[config.mk]
export PLATFORM = sky130hd
export DESIGN_NAME = sc_ctrl_bank
export DESIGN_NICKNAME = d
export VERILOG_FILES = /design/src/rtl/sc_bank_pkg.sv /design/src/rtl/sc_bank_dec.sv /design/src/rtl/sc_reg.sv /design/src/rtl/sc_irq.sv /design/src/rtl/sc_ctrl_bank.sv
export SDC_FILE = /design/constraint.sdc
export NUM_CORES = 1
export LEC_CHECK = 0
export ABC_AREA = 1
export BUFFER_PORTS_ARGS = -buffer_cell sky130_fd_sc_hd__buf_4
export CAP_MARGIN = 0
export CORE_ASPECT_RATIO = 1.4
export CORE_MARGIN = 2
export CORE_UTILIZATION = 30
export CTS_BUF_LIST = sky130_fd_sc_hd__clkbuf_8
export CTS_CLUSTER_SIZE = 40
export DETAILED_ROUTE_END_ITERATION = 7
export GPL_ROUTABILITY_DRIVEN = 0
export SLEW_MARGIN = 10
export SYNTH_ARGS = -nofsm -noshare
export SYNTH_HDL_FRONTEND = slang
export SYNTH_SLANG_ARGS = --single-unit
[constraint.sdc]
create_clock -name clk_i -period 1.7 [get_ports clk_i]
set_input_delay 0.17 -clock clk_i [delete_from_list [all_inputs] [get_ports clk_i]]
set_output_delay 0.17 -clock clk_i [all_outputs]
set_load 0.1 [all_outputs]
[src/rtl/sc_bank_pkg.sv]
package sc_bank_pkg;
  localparam int DATA_W = 16;
  localparam int NREG   = 2;
  localparam int SEL_W  = 8;

  // register index 0: enable, 1: request
  localparam int IDX_ENA = 0;
  localparam int IDX_REQ = 1;

  // word selects = byte offset >> 1
  localparam logic [SEL_W-1:0] WR_SEL [NREG] = '{8'h4D, 8'h4E};
  localparam logic [SEL_W-1:0] RD_SEL [NREG] = '{8'h0E, 8'h0F};

  localparam int MASTER_BIT = 14;
  localparam int SRC_W      = 14;

  function automatic logic [DATA_W-2:0] sc_apply(input logic [DATA_W-2:0] cur,
                                                  input logic [DATA_W-1:0] cmd);
    if (cmd[DATA_W-1]) return cur | cmd[DATA_W-2:0];
    else               return cur & ~cmd[DATA_W-2:0];
  endfunction
endpackage

[src/rtl/sc_bank_dec.sv]
module sc_bank_dec #(
  parameter int              ADDR_W = 24,
  parameter logic [23:0]     BASE   = 24'hDFF000,
  parameter logic [23:0]     WIN_LO = 24'hC00000,
  parameter logic [23:0]     WIN_HI = 24'hE00000
) (
  input  logic [ADDR_W-1:0]               addr_i,
  output logic                            hit_o,
  output logic [sc_bank_pkg::SEL_W-1:0]   sel_o
);
  localparam int PAGE_LSB = sc_bank_pkg::SEL_W + 1;

  logic in_win, in_home;

  always_comb begin
    in_win  = (addr_i >= WIN_LO[ADDR_W-1:0]) && (addr_i < WIN_HI[ADDR_W-1:0]);
    in_home = addr_i[ADDR_W-1:PAGE_LSB] == BASE[ADDR_W-1:PAGE_LSB];
    hit_o   = in_win || in_home;
    sel_o   = addr_i[PAGE_LSB-1:1];
  end
endmodule

[src/rtl/sc_reg.sv]
module sc_reg #(
  parameter int DATA_W = 16
) (
  input  logic              clk_i,
  input  logic              rst_ni,
  input  logic              wr_en_i,
  input  logic [DATA_W-1:0] wdata_i,
  output logic [DATA_W-1:0] q_o
);
  logic [DATA_W-2:0] bits_q;

  always_ff @(posedge clk_i or negedge rst_ni) begin
    if (!rst_ni)      bits_q <= '0;
    else if (wr_en_i) bits_q <= sc_bank_pkg::sc_apply(bits_q, wdata_i);
  end

  assign q_o = {1'b0, bits_q};


  set_keeps_chk: assert property (@(posedge clk_i) disable iff (!rst_ni)
    (wr_en_i && wdata_i[DATA_W-1]) |=> ((q_o & $past(q_o)) == $past(q_o)));

  clr_keeps_chk: assert property (@(posedge clk_i) disable iff (!rst_ni)
    (wr_en_i && !wdata_i[DATA_W-1]) |=> ((q_o | $past(q_o)) == $past(q_o)));

  hold_chk: assert property (@(posedge clk_i) disable iff (!rst_ni)
    !wr_en_i |=> $stable(q_o));

  top_bit_chk: assert property (@(posedge clk_i) disable iff (!rst_ni)
    q_o[DATA_W-1] == 1'b0);
endmodule

[src/rtl/sc_irq.sv]
module sc_irq #(
  parameter int DATA_W = 16
) (
  input  logic [DATA_W-1:0] ena_i,
  input  logic [DATA_W-1:0] req_i,
  output logic              irq_o
);
  localparam int M = sc_bank_pkg::MASTER_BIT;
  localparam int S = sc_bank_pkg::SRC_W;

  logic [DATA_W-1:0] unused_bits;
  assign unused_bits = {ena_i[DATA_W-1], req_i[DATA_W-1:S]};

  always_comb irq_o = ena_i[M] && |(ena_i[S-1:0] & req_i[S-1:0]);
endmodule

[src/rtl/sc_ctrl_bank.sv]
module sc_ctrl_bank #(
  parameter int          ADDR_W = 24,
  parameter logic [23:0] BASE   = 24'hDFF000,
  parameter logic [23:0] WIN_LO = 24'hC00000,
  parameter logic [23:0] WIN_HI = 24'hE00000
) (
  input  logic              clk_i,
  input  logic              rst_ni,
  input  logic              req_i,
  input  logic              we_i,
  input  logic [23:0]       addr_i,
  input  logic [15:0]       wdata_i,
  output logic              ack_o,
  output logic [15:0]       rdata_o,
  output logic              irq_o
);
  import sc_bank_pkg::*;

  logic             hit;
  logic [SEL_W-1:0] sel;
  logic [NREG-1:0][DATA_W-1:0] regs;
  logic [NREG-1:0]  wr_en;
  logic [DATA_W-1:0] rd_mux;

  sc_bank_dec #(.ADDR_W(ADDR_W), .BASE(BASE), .WIN_LO(WIN_LO), .WIN_HI(WIN_HI)) u_dec (
    .addr_i (addr_i),
    .hit_o  (hit),
    .sel_o  (sel)
  );

  for (genvar i = 0; i < NREG; i++) begin : g_reg
    assign wr_en[i] = req_i && we_i && hit && (sel == WR_SEL[i]);
    sc_reg #(.DATA_W(DATA_W)) u_reg (
      .clk_i   (clk_i),
      .rst_ni  (rst_ni),
      .wr_en_i (wr_en[i]),
      .wdata_i (wdata_i),
      .q_o     (regs[i])
    );
  end

  always_comb begin
    rd_mux = '0;
    for (int i = 0; i < NREG; i++)
      if (sel == RD_SEL[i]) rd_mux = regs[i];
  end

  always_ff @(posedge clk_i or negedge rst_ni) begin
    if (!rst_ni) begin
      ack_o   <= 1'b0;
      rdata_o <= '0;
    end else begin
      ack_o   <= req_i && hit;
      rdata_o <= (req_i && hit && !we_i) ? rd_mux : '0;
    end
  end

  sc_irq #(.DATA_W(DATA_W)) u_irq (
    .ena_i (regs[IDX_ENA]),
    .req_i (regs[IDX_REQ]),
    .irq_o (irq_o)
  );


  ack_src_chk: assert property (@(posedge clk_i) disable iff (!rst_ni)
    ack_o |-> $past(req_i));

  out_low_chk: assert property (@(posedge clk_i) disable iff (!rst_ni)
    (req_i && addr_i < 24'hC00000) |=> (!ack_o && rdata_o == '0));

  win_ack_chk: assert property (@(posedge clk_i) disable iff (!rst_ni)
    (req_i && addr_i[23:21] == 3'b110) |=> ack_o);

  wr_rdata_chk: assert property (@(posedge clk_i) disable iff (!rst_ni)
    (ack_o && $past(we_i)) |-> rdata_o == '0);

  irq_master_chk: assert property (@(posedge clk_i) disable iff (!rst_ni)
    irq_o |-> regs[IDX_ENA][MASTER_BIT]);
endmodule

# Yosys cells after proc, flatten, opt, wreduce, memory -nomap -nowiden
# Index checks and enable logic that the tools add are counted.
totals:
  word_cells: 33
  romBits: 0
  mem_count: 0
  mem_bits_rw: 0
  latch_bits: 0
  inputBits: 44
  ff_bits: 47
op_classes:
  reduce_logical: 11
  bitwise_logic: 6
  div: 0
  n_shift: 0
  n_lt_le_gt_ge: 2
  muxes: 5
  multipliers: 0
  n_eq_ne: 5
  n_addsub: 0
ops:
  columns: ["op", "n"]
  rows:
  - ["$mux W15", 4]
  - ["$and A15 B15 Y15", 2]
  - ["$or A15 B15 Y15", 2]
  - ["$ge A24 B24 Y1 const B", 1]
  - ["$lt A24 B24 Y1 const B", 1]
  - ["$eq A8 B4 Y1 const B", 2]
  - ["$eq A8 B7 Y1 const B", 2]
  - ["$mux W16", 1]
  - ["$eq A15 B15 Y1 const B", 1]
  - ["$not A15 Y15", 1]
  - ["$and A14 B14 Y14", 1]
  - ["$reduce_or A14 Y1", 1]
  - ["$logic_and A1 B1 Y1", 8]
  - ["$logic_not A1 Y1", 1]
  - ["$logic_or A1 B1 Y1", 1]

# Longest topological paths before layout
# Gate-level depths: netlist (run 1).
depth:
  depth_word: 6
  ltp_mapped: 7
  mapped_depth_nobuf: 6

# By module
# Synthesis (run 1) repeated with hierarchy kept, for this count alone.
unflattened:
  cells_unflattened: 296
  area_unflattened_um2: 2571.2
modules_own_cells:
  columns: ["module", "seq_area_each_um2", "n_inst", "cells_each", "area_per_inst_um2"]
  rows:
  - ["sc_reg", 375.4, 2, 81, 668.1]
  - ["sc_ctrl_bank", 425.4, 1, 94, 1052.3]
  - ["sc_irq", 0.0, 1, 30, 112.6]
  - ["sc_bank_dec", 0.0, 1, 10, 70.1]

# Least setup slack after synthesis (run 1)
# Ideal clock, no wire load.
synth_path:
  path_kind: "flip-flop to output port"
  from: "register with a tool-made name"
  to: "output port irq_o"
  path_stages_with_launch: 6
  setup_slack_ns: 0.255
  path_buffers: 0
  required_time_ns: 1.530
  arrival_ns: 1.275
  path_cell_list: "dfrtp_1 -> nand2_1 -> nand2_1 -> nor2_1 -> nand2_1 -> o21a_1"
synth_lines:
  columns: ["item", "line", "source"]
  rows:
  - ["end: declaration", "sc_ctrl_bank.sv:15", "output logic irq_o"]

==> flow_summary.ini, run 1 <==
[sta]
finalSetupViolations = 0
setup_ws_ns = 0.0796
tightest_slew_ns = 0.597
min_period_ns = 1.62
clock.fmax_mhz = 617
worst_slew_margin_rel = 0.602
rsz0062_at_grt = no
final_max_slew_viol_count = 0
finClkSkew_ns = 0.0112
final_hold_viol_count = 0
finalCritPeriodShare = 0.953
fin_setup_tns_ns = 0

[logic_synthesis]
synth_area_leaders = dfrtp_1 (46%), nand4_1 (15%), nand2_1 (14%)
synthArstFlopShare = 1.00
synth_edf_count = 0
synth_ff_type = dfrtp_1
seq_area_frac_synth = 0.457
netlist_top_cells_count = nand2_1 (91), nand4_1 (61), dfrtp_1 (46)
syn-num-nets = 343
synth.most_common_cell = nand2_1
syn_avg_cell_area_sq_um = 8.42
synth_top_cell_area_share = 0.457
synth_area_leader_cell = dfrtp_1
ys_ff_latch = 46
syn_inst = 299
synth_cell_types = 19
synth_area_sq_um = 2520
yosys_warnings = 0

[die]
fp-row-count = 39
start_util = 0.309
die_y_um = 112
core_area_sq_um = 8150
die_x_um = 81.4
num_io_pins = 62
dieArea_sq_um = 9150

[clocking]
cts_buffer_depth = 2
cts_num_sinks = 46
cts_root_buffer = clkbuf_8
cts_buffers = 5
worstSkewPairLatency_ns = 0.31
cts_tree = yes
clk_pin_slew_worst_paths_ns = 0.09
htree_levels = 2

[worst_setup_path]
path_cells = nand2_1 > nand2_1 > nor2_1 > nand2_1 > o21a_1 > buf_6
end_kind = output pin
critPathMostFrequentCell = nand2_1
timing_worst_setup_path_type = reg -> out
slowest_delay_ns = 0.42
slowest_stage = dfrtp_1
path_max_fanout = 3
cp.required_ns = 1.53
startpoint_type = flip-flop
worstPathArrival_ns = 1.45
ff2ff_path_depth = 2

[drt]
route.detailed.drc = 0
avgRoutedWirePerCell_um = 14.3
num_vias = 2276
via_per_inst = 5.17
drtPass1Iterations = 4
routed_wirelength_um = 6310
ant_nets = 0
first_iter_violations = 240

[global_route]
grt_pass1_vias = 2211
antenna_found_initial = 0
grt_max_degree = 61
grt_first_pass_wirelength_um = 10700
track_usage = 0.151
gr-total-overflow = 0

[run]
max_cap_viol_count = 0

[finish]
antennaDiodeCount = 0
fin_nets = 381
drive_gt1_frac = 0.287
area_growth_syn_to_layout_pct = 22.1
finalCoreUtilization = 0.377

[pwr]
p_leak_uw = 0.00141
power_density_nw_per_um2 = 690
ir_drop_uv = 238
total_power_uw = 2120

[placement]
portBuffers = 47
hpwl_um = 4010
dp_slack_ns = 0.378

[min_path]
min_path_type = in -> reg
hold_path_depth = 3

[status]
status = finished clean
-- stage by stage --
stage | hold WS [ns] | cell area (sq um) | std cells
detailed placement | 0.216 | 2940 | 430
floorplan | -0.126 | 2520 | 299
global route | 0.101 | 3070 | 440
CTS | 0.0947 | 3060 | 439
global placement | 0.220 | 2940 | 430
finish | 0.0974 | 3070 | 440
-- area by class of cell --
cell class                 instances  area [sq um]
tap                              102           128
sequential                        46          1150
clock buffer                       5          68.8
multi-input combinational        218          1180
timing repair buffer              55           457
inverter                          11          41.3
clock inverter                     3          41.3
fill                             833          5080
-- what timing repair did --
item,in CTS,in global routing
setup buffers,0,1
setup endpoints to repair,0,1
hold buffers,1,0
endpoints found under the hold margin,46,0
gates resized for setup,0,1
-- layout by cell type (no fill, tap or decap), drive strengths merged --
master and count:
o21a 1, nand4 61, conb 1, inv 12
nand2 94, dfrtp 46, dlygate4sd3 1, bufinv 1
nor2 15, nand3 31, a21oi 15, clkbuf 5
clkinvlp 1, buf 54
-- report_power, final --
| group | internal, uW | switching [uW] | total [uW] |
|---|---|---|---|
| clock | 433 | 387 | 820 |
| sequential | 1100 | 1.54 | 1100 |
| combinational | 67.5 | 135 | 203 |
-- cell families after synthesis --
group           count (synthesis)  synth area share
simple gates                  201             0.419
flops                          46             0.457
other cells                     1           0.00149
compound gates                 16            0.0477
buf+inv                        35            0.0746
-- worst max-delay path: cells and delay by family (launching register included) --
| family | cells | cell delay [ns] |
|---|---|---|
| DFF | 1 | 0.42 |
| buffers and inverters | 1 | 0.19 |
| and+or+nand+nor | 4 | 0.34 |
| AOI/OAI and AO/OA | 1 | 0.21 |
-- layer usage --
metal / wire, um / up-vias / part of all wire / global-route usage
met2: 3280 / 71 / 0.52 / 0.251
met1: 2520 / 1084 / 0.40 / 0.183
met3: 386 / 11 / 0.061 / 0.0370
li1: - / 1110 / - / -
met5: 0 / - / 0 / 0
met4: 123 / 0 / 0.019 / 0.0599
-- final timing paths --
kind / endpoint / startpoint / slack, ns
max in group asynchronous: rdata_o[14]$_DFF_PN0_ / rst_ni / 0.87
max reg2reg: rdata_o[14]$_DFF_PN0_ / flip-flop / 0.94
min in group asynchronous: asynchronous set/reset pin / rst_ni / 0.41
min: ack_o$_DFF_PN0_ / req_i / 0.1
max: irq_o / flip-flop / 0.08
min reg2reg: flip-flop / flip-flop / 0.48
No activity file was read; power rests on OpenSTA's default activity.
==> run 2: changes to the inputs <==
--- a/config.mk
+++ b/config.mk
@@ -5,7 +5,6 @@
 export SDC_FILE = /design/constraint.sdc
 export NUM_CORES = 1
 export LEC_CHECK = 0
-export ABC_AREA = 1
 export BUFFER_PORTS_ARGS = -buffer_cell sky130_fd_sc_hd__buf_4
 export CAP_MARGIN = 0
 export CORE_ASPECT_RATIO = 1.4
@@ -15,6 +14,7 @@
 export CTS_CLUSTER_SIZE = 40
 export DETAILED_ROUTE_END_ITERATION = 7
 export GPL_ROUTABILITY_DRIVEN = 0
+export REMOVE_ABC_BUFFERS = 1
 export SLEW_MARGIN = 10
 export SYNTH_ARGS = -nofsm -noshare
 export SYNTH_HDL_FRONTEND = slang
==> run 2 against run 1 <==
Net effect:
- wire length decreased by 12%
- largest power group unchanged
- largest cell class is now sequential cells
- maximum frequency fell by 4.5%
- core utilization is 0.66 points higher
- count of clock-buffer cells in the layout unchanged
- non-clock buffer count grew 3
- combinational power decreased by 4%
- power is 9.8% lower
==> flow_summary.ini, run 2 <==
[status]
status = finished clean

[worst_setup_path]
path_max_fanout = 3
ff2ff_path_depth = 1
rrSetupSlack_ns = 0.88
startpoint_type = flip-flop
timing_worst_setup_path_type = reg -> out
end_kind = output pin
worstPathArrival_ns = 1.53
cp.required_ns = 1.53
endpoint = irq_o

[finish]
drive_gt1_frac = 0.409
instances_no_fill = 337
antennaDiodeCount = 0
multi_input_area_sq_um = 1120
seq_area_sq_um = 1150
fin_nets = 281
finalCoreUtilization = 0.384
area_growth_syn_to_layout_pct = 24.5
layout_commonest_cell = buf_4
final_cell_mix = buf_4 (53), dfrtp_1 (46), nor4_2 (30), mux2_1 (30), a22oi_1 (19)
fillerInstances = 797

[sta]
holdWs_ns = 0.315
min_period_ns = 1.70
final_hold_viol_count = 0
rsz0062_at_grt = yes
worst_slew_margin_rel = 0.592
finalSetupViolations = 0
finalCritPeriodShare = 0.998
fin_setup_tns_ns = 0
finClkSkew_ns = 0.00350
tightest_slew_ns = 0.612
final_max_slew_viol_count = 0
clock.fmax_mhz = 589

[placement]
hpwl_um = 3630
post-place-cells = 329
portBuffers = 47

[pwr]
pwr-share-comb = 0.102
switching_share = 0.248
p_leak_uw = 0.00131
p_switching_uw = 473
clkPwrFrac = 0.324
ir_drop_uv = 301
internal-power_uw = 1440
seqPwrFrac = 0.574
total_power_uw = 1910
power_density_nw_per_um2 = 647

[logic_synthesis]
seq_area_frac_synth = 0.485
syn_avg_cell_area_sq_um = 12.4
synth_edf_count = 0
synth_area_leader_cell = dfrtp_1
synthArstFlopShare = 1.00
ys_ff_latch = 46
synth_cell_types = 22
synth_top_cell_area_share = 0.485
synth_area_sq_um = 2370
netlist_top_cells_count = dfrtp_1 (46), mux2_1 (30), nor4_2 (30)
synth.most_common_cell = dfrtp_1
syn_inst = 191
synth_area_leaders = dfrtp_1 (49%), nor4_2 (16%), mux2_1 (14%)
synth_ff_type = dfrtp_1
yosys_warnings = 0

[drt]
num_vias = 1703
routed_wirelength_um = 5530
via_per_inst = 5.05
first_iter_violations = 76
ant_nets = 0
route.detailed.drc = 0
drtPass1Iterations = 4
avgRoutedWirePerCell_um = 16.4

[global_route]
antenna_found_initial = 0
grt_pass1_vias = 1776
grt_max_degree = 47
track_usage = 0.132
gr-total-overflow = 0
grt_first_pass_wirelength_um = 8720

[die]
start_util = 0.308
die_y_um = 109
dieArea_sq_um = 8640
core_area_sq_um = 7700
die_x_um = 79.2
num_io_pins = 62
fp-row-count = 38

[clocking]
cts_buffer_depth = 2
cts_buffers = 5
cts_tree = yes
cts_num_sinks = 46
postCtsSetupRepairBufs = 0
clk_pin_slew_worst_paths_ns = 0.08
htree_levels = 2
worstSkewPairLatency_ns = 0.29
cts_root_buffer = clkbuf_8

[min_path]
min_path_type = in -> reg

[run]
max_cap_viol_count = 0
[run 2: cell types whose count changed in the layout (fill, tap and decap cells not counted), moves of 4 or more]
cell	before	now
mux2_1	0	30
a21oi_1	5	0
a21oi_2	10	0
nor2_4	6	0
nand3_2	10	0
inv_1	8	3
inv_2	4	0
a22oi_1	0	19
nand3_1	21	1
nor2_1	6	15
nand2_1	91	17
nor4_2	0	30
nand4_1	61	0
[run 2: logic make-up (layout without fill, tap and decap cells)]
group | Yosys count | in the layout | share of synthesized area
simple gates | 71 | 71 | 0.248
flops | 46 | 46 | 0.485
mux | 30 | 30 | 0.142
compound gates | 23 | 23 | 0.0733
buf+inv | 20 | 66 | 0.0496
other cells | 1 | 1 | 0.00158
[run 2: worst min path at each step]
stage | start | end | depth (start not counted)
6_report | addr_i[6] | rdata_o[13]$_DFF_PN0_ | 4
5_1_grt | wdata_i[4] | flip-flop | 4
4_1_cts | addr_i[6] | rdata_o[8]$_DFF_PN0_ | 4
3_5_place_dp | rst_ni | rdata_o[2]$_DFF_PN0_ | 1
3_3_place_gp | rst_ni | rdata_o[13]$_DFF_PN0_ | 1
2_1_floorplan | rst_ni | asynchronous set/reset pin | 0
[run 2: power groups by stage]
stage          clock network [uW]  logic (uW)  registers, uW
6_report                      620         195           1100
5_1_grt                       700         212           1100
4_1_cts                       644         198           1100
3_5_place_dp                    0         196           1120
3_3_place_gp                    0         194           1120
2_1_floorplan                   0        60.8           1120
[run 2: final cells by class]
type | count | area share
multi-input combinational | 125 | 0.379
tap | 100 | 0.0424
timing repair buffer | 58 | 0.162
sequential | 46 | 0.390
inverter | 1 | 0.00127
clock buffer | 5 | 0.0233
clock inverter | 2 | 0.00254
[run 2: per-layer routing]
metal | up-vias | wire, um | GRT usage
met1 | 858 | 2320 | 0.163
met4 | 0 | 88 | 0.0443
met5 | - | 0 | 0
met3 | 5 | 223 | 0.0232
met2 | 44 | 2900 | 0.230
li1 | 796 | - | -
[run 2: what timing repair did]
item / CTS / global route
endpoints found under the setup margin: 1 / 1
hold buffers: 1 / 0
hold endpoints to repair: 46 / 0
gates resized for setup: 2 / 2
[run 2: stage by stage]
step | instance area, sq um | worst slack, ns
final | 2950 | 0.00341
after global routing | 2950 | -0.0504
after CTS | 2940 | -0.0128
after detailed placement | 2850 | -0.110
after global placement | 2850 | -0.0857
after floorplan | 2260 | -0.880
[run 2: critical path, stage by stage, from the launching register on]
cell	delay, ns
dfrtp_1	0.42
a22oi_2	0.20
nand2_1	0.09
o31a_1	0.33
buf_6	0.19
==> run 3: changes to the inputs <==
--- a/config.mk
+++ b/config.mk
@@ -14,7 +14,9 @@
 export CTS_CLUSTER_SIZE = 40
 export DETAILED_ROUTE_END_ITERATION = 7
 export GPL_ROUTABILITY_DRIVEN = 0
+export GPL_TIMING_DRIVEN = 0
 export REMOVE_ABC_BUFFERS = 1
+export SETUP_SLACK_MARGIN = 0.1
 export SLEW_MARGIN = 10
 export SYNTH_ARGS = -nofsm -noshare
 export SYNTH_HDL_FRONTEND = slang
==> run 3 against run 2 <==
Net effect:
- setup slack better by 0.00088 ns
- cell area rose by 5.0%
- largest power group unchanged
- highest routed layer unchanged
- largest cell class is now multi-input gates
- critical path type unchanged
- clock power grew 35%
- critical path depth unchanged
- combinational power grew 8%
- count of clock-buffer cells in the layout increased by 1
==> flow_summary.ini, run 3 (synthesized netlist as in run 2, its figures left out) <==
[global_route]
gr-total-overflow = 0
grt_max_degree = 47
grt_pass1_vias = 1807
antenna_found_initial = 0
grt_first_pass_wirelength_um = 9140
track_usage = 0.137

[worst_setup_path]
worstPathArrival_ns = 1.53
cp.required_ns = 1.53
path_max_fanout = 3
timing_worst_setup_path_type = reg -> out
end_kind = output pin
startpoint_type = flip-flop

[die]
start_util = 0.308
fp-row-count = 38
core_area_sq_um = 7700
dieArea_sq_um = 8640
die_x_um = 79.2
die_y_um = 109
num_io_pins = 62

[placement]
hpwl_um = 3590
portBuffers = 47

[clocking]
clk_pin_slew_worst_paths_ns = 0.08
cts_num_sinks = 46
cts_buffers = 5
worstSkewPairLatency_ns = 0.30
cts_tree = yes
cts_root_buffer = clkbuf_8
cts_buffer_depth = 2
htree_levels = 2

[drt]
drtPass1Iterations = 4
first_iter_violations = 88
via_per_inst = 5.10
avgRoutedWirePerCell_um = 17.0
num_vias = 1698
ant_nets = 0
route.detailed.drc = 0
routed_wirelength_um = 5660

[finish]
antennaDiodeCount = 0
drive_gt1_frac = 0.421
final_cell_mix = buf_4 (47), dfrtp_1 (46), mux2_1 (29)
area_growth_syn_to_layout_pct = 30.8
layout_commonest_cell = buf_4
fin_nets = 277

[sta]
rsz0062_at_grt = yes
final_max_slew_viol_count = 0
tightest_slew_ns = 0.717
final_hold_viol_count = 0
holdWs_ns = 0.329
worst_slew_margin_rel = 0.522
finalSetupViolations = 0
finClkSkew_ns = 0.00340
fin_setup_tns_ns = 0
clock.fmax_mhz = 590
finalCritPeriodShare = 0.997
min_period_ns = 1.70

[pwr]
power_density_nw_per_um2 = 691
ir_drop_uv = 331
p_leak_uw = 0.00145

[run]
max_cap_viol_count = 0

[status]
status = finished clean

[min_path]
min_path_type = in -> reg
-- run 3: changes by cell type in the layout (fill, tap and decap cells not counted), moves of 2 or more --
cell	before	now
buf_8	0	2
nor4_4	0	15
buf_4	53	47
nor4_2	30	15
a22oi_2	3	5
buf_12	3	1
inv_1	3	1
a22oi_1	19	17
buf_6	1	3
-- run 3: final timing paths --
path                            start                          to  slack, ns  depth (start not counted)
max                         flip-flop                       irq_o      0.004                          4
min                        wdata_i[9]                   flip-flop       0.33                          4
max reg2reg                 flip-flop                   flip-flop       0.87                          1
min reg2reg                 flip-flop                   flip-flop       0.51                          1
max in group asynchronous      rst_ni  asynchronous set/reset pin       0.89                          2
min in group asynchronous      rst_ni  asynchronous set/reset pin       0.42                          2
-- run 3: per-layer routing --
| layer | track usage | vias to the layer above | part of all wire |
|---|---|---|---|
| met5 | 0 | - | 0 |
| met4 | 0.0530 | 0 | 0.019 |
| met3 | 0.0240 | 10 | 0.041 |
| met2 | 0.225 | 38 | 0.50 |
| met1 | 0.181 | 853 | 0.44 |
| li1 | - | 797 | - |
-- run 3: repair_timing --
item	in CTS	in global routing
hold endpoints to repair	46	0
setup buffers	4	0
gates resized for setup	2	23
endpoints found under the setup margin	43	16
pin swaps	0	14
hold buffers	1	0
-- run 3: cell type report --
class                      count  area, sq um
inverter                       1         3.75
tap                          100          125
multi-input combinational    125         1260
clock inverter                 1         30.0
clock buffer                   6         82.6
sequential                    46         1150
fill                         743         4600
timing repair buffer          54          447
-- run 3: where the power goes --
| group | internal, uW | total [uW] | switching (uW) |
|---|---|---|---|
| registers | 1100 | 1100 | 1.60 |
| logic | 70.0 | 210 | 140 |
| clock network | 471 | 838 | 367 |
| total | 1640 | 2150 | 509 |
-- run 3: critical path: stages (launching register included) --
cell and delay [ns]:
dfrtp_1 0.41, a22oi_1 0.19, nand2_1 0.09, o31a_1 0.34
buf_8 0.19
-- run 3: through the flow --
step,std cells,setup slack (ns),cell area [sq um],total power [uW],util
2_1_floorplan,172,-0.880,2260,1180,-
3_3_place_gp,319,-1.75,2740,1300,0.355
3_5_place_dp,321,-0.563,2760,1300,0.359
4_1_cts,333,-0.00240,2940,2150,0.381
5_1_grt,333,-0.0290,3100,2230,0.403
6_report,333,0.00429,3100,2150,0.403
